`src/rtl/adc_cond_pkg.sv`:
```
package adc_cond_pkg;

   typedef enum logic [1:0] {
      MODE_POS     = 2'b00,
      MODE_NEG     = 2'b01,
      MODE_BYP     = 2'b10,
      MODE_BYP_ALT = 2'b11
   } cond_mode_e;

endpackage

```
`src/rtl/adc_cond_lut.sv`:
```
module adc_cond_lut #(
   parameter int SEL_W     = 4,
   parameter int NIB_W     = 4,
   parameter int RESET_NIB = 6
) (
   input  logic             clk,
   input  logic             rst_n,
   input  logic             wr_en,
   input  logic [SEL_W-1:0] wr_addr,
   input  logic [NIB_W-1:0] wr_nib,
   input  logic [SEL_W-1:0] rd_addr,
   output logic [NIB_W-1:0] rd_nib
);
   localparam int DEPTH = 1 << SEL_W;

   logic [DEPTH-1:0][NIB_W-1:0] cells;

   for (genvar g = 0; g < DEPTH; g++) begin : g_cell
      logic [NIB_W-1:0] cell_q;
      always_ff @(posedge clk or negedge rst_n) begin
         if (!rst_n)
            cell_q <= NIB_W'(RESET_NIB);
         else if (wr_en && (wr_addr == SEL_W'(g)))
            cell_q <= wr_nib;
      end
      assign cells[g] = cell_q;
   end

   assign rd_nib = cells[rd_addr];
endmodule

```
`src/rtl/adc_cond_fix.sv`:
```
module adc_cond_fix
   import adc_cond_pkg::*;
#(
   parameter int KEEP_W = 12,
   parameter int NIB_W  = 4
) (
   input  logic                    clk,
   input  logic                    rst_n,
   input  logic                    in_valid,
   input  logic [KEEP_W-1:0]       kept_bits,
   input  logic [NIB_W-1:0]        nib,
   input  cond_mode_e              in_mode,
   output logic                    s1_valid,
   output logic [KEEP_W+NIB_W-1:0] s1_word,
   output cond_mode_e              s1_mode
);
   localparam int WORD_W = KEEP_W + NIB_W;

   logic [WORD_W-1:0] corrected;
   assign corrected = {kept_bits, nib};

   always_ff @(posedge clk or negedge rst_n) begin
      if (!rst_n) begin
         s1_valid <= 1'b0;
         s1_word  <= '0;
         s1_mode  <= MODE_POS;
      end else begin
         s1_valid <= in_valid;
         if (in_valid) begin
            s1_word <= corrected;
            s1_mode <= in_mode;
         end
      end
   end
endmodule

```
`src/rtl/adc_cond_map.sv`:
```
module adc_cond_map
   import adc_cond_pkg::*;
#(
   parameter int WORD_W = 16
) (
   input  logic              clk,
   input  logic              rst_n,
   input  logic              s1_valid,
   input  logic [WORD_W-1:0] s1_word,
   input  cond_mode_e        s1_mode,
   output logic              out_valid,
   output logic [WORD_W-1:0] out_data
);
   localparam logic [WORD_W-1:0] MSB_ONLY = {1'b1, {(WORD_W-1){1'b0}}};
   localparam logic [WORD_W-1:0] BELOW_MSB = {1'b0, {(WORD_W-1){1'b1}}};

   logic [WORD_W-1:0] flip_mask;
   logic [WORD_W-1:0] mapped;

   always_comb begin
      unique case (s1_mode)
         MODE_POS:     flip_mask = MSB_ONLY;
         MODE_NEG:     flip_mask = BELOW_MSB;
         MODE_BYP,
         MODE_BYP_ALT: flip_mask = '0;
         default:      flip_mask = '0;
      endcase
   end

   for (genvar b = 0; b < WORD_W; b++) begin : g_bit
      assign mapped[b] = s1_word[b] ^ flip_mask[b];
   end

   always_ff @(posedge clk or negedge rst_n) begin
      if (!rst_n) begin
         out_valid <= 1'b0;
         out_data  <= '0;
      end else begin
         out_valid <= s1_valid;
         if (s1_valid)
            out_data <= mapped;
      end
   end
endmodule

```
`src/rtl/adc_sample_cond.sv`:
```
module adc_sample_cond
   import adc_cond_pkg::*;
#(
   parameter int IN_W      = 14,
   parameter int DROP_W    = 2,
   parameter int FRAC_W    = 2,
   parameter int SEL_LSB   = 5,
   parameter int SEL_W     = 4,
   parameter int RESET_NIB = 6,
   localparam int NIB_W    = DROP_W + FRAC_W,
   localparam int OUT_W    = IN_W + FRAC_W,
   localparam int KEEP_W   = IN_W - DROP_W
) (
   input  logic              clk,
   input  logic              rst_n,
   input  logic              in_valid,
   input  logic [IN_W-1:0]   in_sample,
   input  logic [1:0]        in_mode,
   input  logic              tbl_we,
   input  logic [SEL_W-1:0]  tbl_addr,
   input  logic [NIB_W-1:0]  tbl_data,
   output logic              out_valid,
   output logic [OUT_W-1:0]  out_data
);
   if (DROP_W < 1) begin : g_bad_drop
      $error("adc_sample_cond: DROP_W must be at least 1");
   end
   if (FRAC_W < 0) begin : g_bad_frac
      $error("adc_sample_cond: FRAC_W must not be negative");
   end
   if (SEL_LSB + SEL_W > IN_W - 1) begin : g_bad_sel
      $error("adc_sample_cond: table index slice must lie below the sign bit");
   end
   if (RESET_NIB < 0 || RESET_NIB >= (1 << NIB_W)) begin : g_bad_reset
      $error("adc_sample_cond: RESET_NIB does not fit the nibble width");
   end

   logic [NIB_W-1:0]  nib;
   logic              s1_valid;
   logic [OUT_W-1:0]  s1_word;
   cond_mode_e        s1_mode;
   logic              drop_unused;

   assign drop_unused = ^in_sample[DROP_W-1:0];

   adc_cond_lut #(
      .SEL_W     (SEL_W),
      .NIB_W     (NIB_W),
      .RESET_NIB (RESET_NIB)
   ) u_lut (
      .clk     (clk),
      .rst_n   (rst_n),
      .wr_en   (tbl_we),
      .wr_addr (tbl_addr),
      .wr_nib  (tbl_data),
      .rd_addr (in_sample[SEL_LSB +: SEL_W]),
      .rd_nib  (nib)
   );

   adc_cond_fix #(
      .KEEP_W (KEEP_W),
      .NIB_W  (NIB_W)
   ) u_fix (
      .clk       (clk),
      .rst_n     (rst_n),
      .in_valid  (in_valid),
      .kept_bits (in_sample[IN_W-1:DROP_W]),
      .nib       (nib),
      .in_mode   (cond_mode_e'(in_mode)),
      .s1_valid  (s1_valid),
      .s1_word   (s1_word),
      .s1_mode   (s1_mode)
   );

   adc_cond_map #(
      .WORD_W (OUT_W)
   ) u_map (
      .clk       (clk),
      .rst_n     (rst_n),
      .s1_valid  (s1_valid),
      .s1_word   (s1_word),
      .s1_mode   (s1_mode),
      .out_valid (out_valid),
      .out_data  (out_data)
   );
endmodule

```
`config.mk`:
```
export PLATFORM = sky130hd
export DESIGN_NAME = adc_sample_cond
export DESIGN_NICKNAME = d
export VERILOG_FILES = /design/src/rtl/adc_cond_pkg.sv /design/src/rtl/adc_cond_lut.sv /design/src/rtl/adc_cond_fix.sv /design/src/rtl/adc_cond_map.sv /design/src/rtl/adc_sample_cond.sv
export SDC_FILE = /design/constraint.sdc
export NUM_CORES = 1
export LEC_CHECK = 0
export CAP_MARGIN = 0
export CORE_MARGIN = 10
export CORE_UTILIZATION = 57
export DETAILED_ROUTE_END_ITERATION = 10
export GPL_TIMING_DRIVEN = 0
export PLACE_DENSITY_LB_ADDON = 0.3
export SKIP_LAST_GASP = 1
export SLEW_MARGIN = 20
export SYNTH_ARGS = -nofsm -noshare
export SYNTH_HDL_FRONTEND = slang
export SYNTH_HIERARCHICAL = 1
export SYNTH_SLANG_ARGS = --single-unit
```
`constraint.sdc`:
```
create_clock -name clk -period 1.75 [get_ports clk]
set_input_delay 0.2625 -clock clk [delete_from_list [all_inputs] [get_ports clk]]
set_output_delay 0.2625 -clock clk [all_outputs]
set_load 0.01 [all_outputs]
```
Word level (Yosys, flattened, before mapping). Index checks and enable logic that the tools add are counted.

Bits in registers: 100. Input port bits: 28. Output and inout port bits: 17. Word-level logic and storage cells: 78.

Magnitude comparators: 1. Equality and inequality tests: 18. Mux-type cells: 3. Bitwise gates (word level): 16. Reduce and logical (&&, ||, !) cells: 19.

Operators with widths (number): $pmux 16 s3 (1); $eq 4x4->1 const B (8); $bmux 4 s4 (1); $eq 4x3->1 const B (4); $logic_and 1x1->1 (16); $xor 1x1->1 (16); $eq 4x2->1 const B (2); $lt 4x5->1 const B (1); $eq 2x2->1 const B (2); $eq 4x1->1 const B (1); $logic_not 4->1 (1); $mux 4 (1); $eq 2x1->1 const B (1); $logic_not 2->1 (1); $reduce_or 2->1 (1).

Longest topological paths before layout.
Depth after elaboration: 4. Mapped depth: 6. Gate-level depth less buffers: 4.

Cells and area by module. The synthesis kept the hierarchy.

By module, submodules not included: adc_cond_lut (times used 1, cells an instance 195, area an instance 3055.4 sq um, seq. area each 1641.6 sq um); adc_cond_map (times used 1, cells an instance 90, area an instance 919.6 sq um, seq. area each 425.4 sq um); adc_cond_fix (times used 1, cells an instance 39, area an instance 747.0 sq um, seq. area each 475.5 sq um).

Worst setup path after synthesis. OpenSTA, ideal clock, no wires.

Kind: input to register. Start point: input port in_sample[6]. End point: register u_fix.s1_word[1]. Setup time: 0.125 ns. Data arrival time: 1.458 ns. Data required time: 1.625 ns. Setup slack: 0.167 ns. Stages on the path: 6. Buffers on the path: 2. Path through: clkbuf_1 buf_2 mux4_2 a22oi_1 nand3_1 mux2_2.

Longest elaborated chain between the ends: 2.

RTL lines: start, declared (RTL line adc_sample_cond.sv:17) `input logic [IN_W-1:0] in_sample,`; $bmux 4 s4 (RTL line adc_cond_lut.sv:29) `assign rd_nib = cells[rd_addr];`; $mux 4 (not written as such) (RTL line adc_cond_lut.sv:29); via nib[1] (RTL line adc_sample_cond.sv:38) `logic [NIB_W-1:0] nib;`; end signal, assigned (RTL line adc_cond_fix.sv:30) `s1_word <= corrected;`; end, declared (RTL line adc_cond_fix.sv:14) `output logic [KEEP_W+NIB_W-1:0] s1_word,`.

The timed path passes the listed nets, and every way through them passes these cells. The select of a mux whose other input is x is not followed. A chain may end at the register's enable or synchronous reset.

Worst setup path after layout.
Start point: input port in_sample[5]. End point: register u_fix.s1_word[1].

Same word-level chain as after synthesis.

==> flow_summary.yaml <==
status:
  status: "complete, no violations"
sta:
  worst_slew_pin_slew_ns: 0.5131
  slew_violations: 0
  rsz0062_at_grt: "false"
  period_minus_slack_ns: 1.677
  setup_viol: 0
  slew_headroom_pct: 65.72
  tns_ns: 0
  finClkSkew_ns: 0.01383
  timing.final.crit_share_pct: 95.83
  fmax_ghz: 0.5963
  finalHoldViolations: 0
synth:
  yosysTopAreaCell: "dfrtp_1"
  ys.warnings.count: 6
  avgSynthCellArea_um2: 14.57
  synthTopCellsByArea: "dfrtp_1 (36%), dfstp_2 (18%), mux2_2 (17%)"
  synth_area_um2: 4722
  syn_nets: 352
  ys_seq_area_share_pct: 53.84
  synthCells: 324
  synth.distinct_cells: 29
  ys.flop_type: "dfrtp_1"
  synth-seq-cells: 100
  synth-edff-count: 0
  synth_top_area_share_pct: 36.04
  async_reset_ff_share_pct: 100.0
floorplan:
  die_w_um: 111.0
  core_area_um2: 8134
  fp.dieArea_um2: 12320
  ios: 45
  core.rowCount: 33
  start_util_pct: 58.05
  die_h_um: 111.0
routing:
  wirelength_um: 9647
  drt_first_pass_iters: 6
  route.detailed.drc: 0
  initialDrtViolationCount: 112
  ant_nets: 0
  wl_per_cell_um: 19.77
  via_per_inst: 5.924
  vias: 2891
clock_tree:
  cts_sinks: 100
  htreeDepth: 3
  cts_tree: "built"
  clockBufferDepth: 2
  clkTransAtPathRegs_ns: 0.09
  numCtsBuffers: 9
  ctsRootBufferMaster: "clkbuf_8"
  insertion_delay_ns: 0.36
critical_path:
  cp_slowest_stage_delay_ns: 0.54
  crit_chain: "dlygate4sd2_1 -> buf_6 -> buf_12 -> mux4_2 -> a22oi_2 -> nand3_1 -> mux2_2"
  path_buf_inv: 3
  path_max_fanout: 10
  crit_required_ns: 1.99
  critPathLaunchType: "primary input"
  crit_type: "in2reg"
  worstPathArrival_ns: 1.92
  cp_top_family: "multiplexers"
  critical_path.slowest_cell: "mux4_2"
  cp-end-kind: "flop"
final_layout:
  drive_gt1_share_pct: 38.64
  area_delta_synth_final_pct: 16.59
  nets: 406
  post-route-util_pct: 67.68
  finalNonFillerCells: 488
  layout_common_cells: "mux2_2 (72), dfrtp_1 (68), clkdlybuf4s50_1 (39)"
  mostFrequentLayoutCell: "mux2_2"
  n_antenna_cell: 0
  finalInstanceArea_um2: 5505
grt:
  grt_max_degree: 74
  grt_usage_pct: 15.92
  grt.overflow.total: 0
  grt_pass1_vias: 3055
  grt_pass1_wl_um: 16120
  antenna_found_initial: 0
pwr:
  p_per_area_nw_per_um2: 1046
  finalPower_mw: 5.758
  leakage_nw: 2.304
  peakVddDrop_mv: 0.5586
placement:
  dpl.hpwl_um: 6993
  placed_area_um2: 5303
  globalplace.congestion: 0.7797
  dp_cells: 472
  port_buffers: 42
flow_run:
  cap_violations: 0
worst_hold_path:
  hp-class: "in2async"
[cells in the mapped netlist, types with 2 or more instances]
cell / n
o221ai_1: 15
dfstp_2: 32
nand3b_1: 2
nor2b_1: 2
mux2_4: 10
buf_6: 3
inv_1: 15
nand3_1: 9
mux4_2: 2
dfrtp_1: 68
or3_1: 3
nand2b_1: 5
nand2_1: 21
a22oi_1: 4
nor2_1: 12
buf_12: 2
buf_2: 4
mux2_2: 72
nand4bb_1: 15
clkbuf_1: 6
mux4_1: 14
[kinds of logic (layout without fill, tap and decap cells)]
kind of cell / Yosys count / count (layout) / synth area share [%]
flops: 100 / 100 / 53.84
mux: 98 / 98 / 29.09
simple gates: 72 / 72 / 9.406
buf+inv: 33 / 92 / 4.001
compound gates: 21 / 21 / 3.657
[worst paths after layout]
| check | from | end | slack, ns | cells past startpoint |
|---|---|---|---|---|
| hold reg to reg | u_fix/s1_valid$_DFF_PN0_ | u_map/out_valid$_DFF_PN0_ | 0.40 | 0 |
| setup / recovery | in_sample[5] | u_fix/s1_word[1]$_DFFE_PN0P_ | 0.07 | 7 |
| min in group clk | in_sample[5] | u_fix/s1_word[7]$_DFFE_PN0P_ | 0.35 | 2 |
| hold / removal | rst_n | u_map/out_data[11]$_DFFE_PN0P_ | 0.34 | 2 |
| setup reg to reg | u_lut/g_cell[1].cell_q[3]$_DFFE_PN0P_ | u_fix/s1_word[3]$_DFFE_PN0P_ | 0.11 | 4 |
| max in group asynchronous | rst_n | u_lut/g_cell[11].cell_q[1]$_DFFE_PN1P_ | 0.73 | 3 |
[layer usage]
metal  up-vias  GRT usage (%)  routed length, µm
met3        11          5.411                496
met4         0          3.685                107
li1       1315              -                  -
met5         -              0                  0
met1      1484          19.00               4181
met2        81          27.08               4861
[stage by stage]
stage / setup slack (ns) / hold WS [ns]
6_report: 0.07297 / 0.3446
2_1_floorplan: 0.1672 / -0.03309
5_1_grt: 0.001203 / 0.3470
3_3_place_gp: -3.180 / 0.3763
4_1_cts: 0.08916 / 0.3194
3_5_place_dp: -0.7881 / 0.1515
[state kept, by name, summed over array words and instances (netlist names)]
register and cells:
u_lut/g_cell.cell_q 64, u_map/out_data 16, u_fix/s1_valid 1, u_fix/s1_mode 2
u_fix/s1_word 16, u_map/out_valid 1
[power breakdown]
part	switching, mW	total (mW)	internal, mW	leakage (nW)
logic	0.480	1.26	0.782	1.06
registers	0.251	3.16	2.91	1.16
clock network	0.799	1.34	0.539	0.0860
[final cells by class]
cell class              count  area, µm²
plain buffers              17      131.4
clock buffers              11      131.4
inverters                  15      56.30
well taps                 105      131.4
clock inverters             5      45.04
flip-flops and latches    100       2542
multi-input cells         191       2011
fillers                   608       2629
repair buffers             44      456.7
[what timing repair did]
action	CTS	global route
gates resized for setup	6	1
endpoints found under the hold margin	27	0
setup buffers	0	0
pin swaps	0	0
hold buffers	1	0
setup endpoints to repair	4	1
Note: power is estimated with default switching activity, not from simulation.
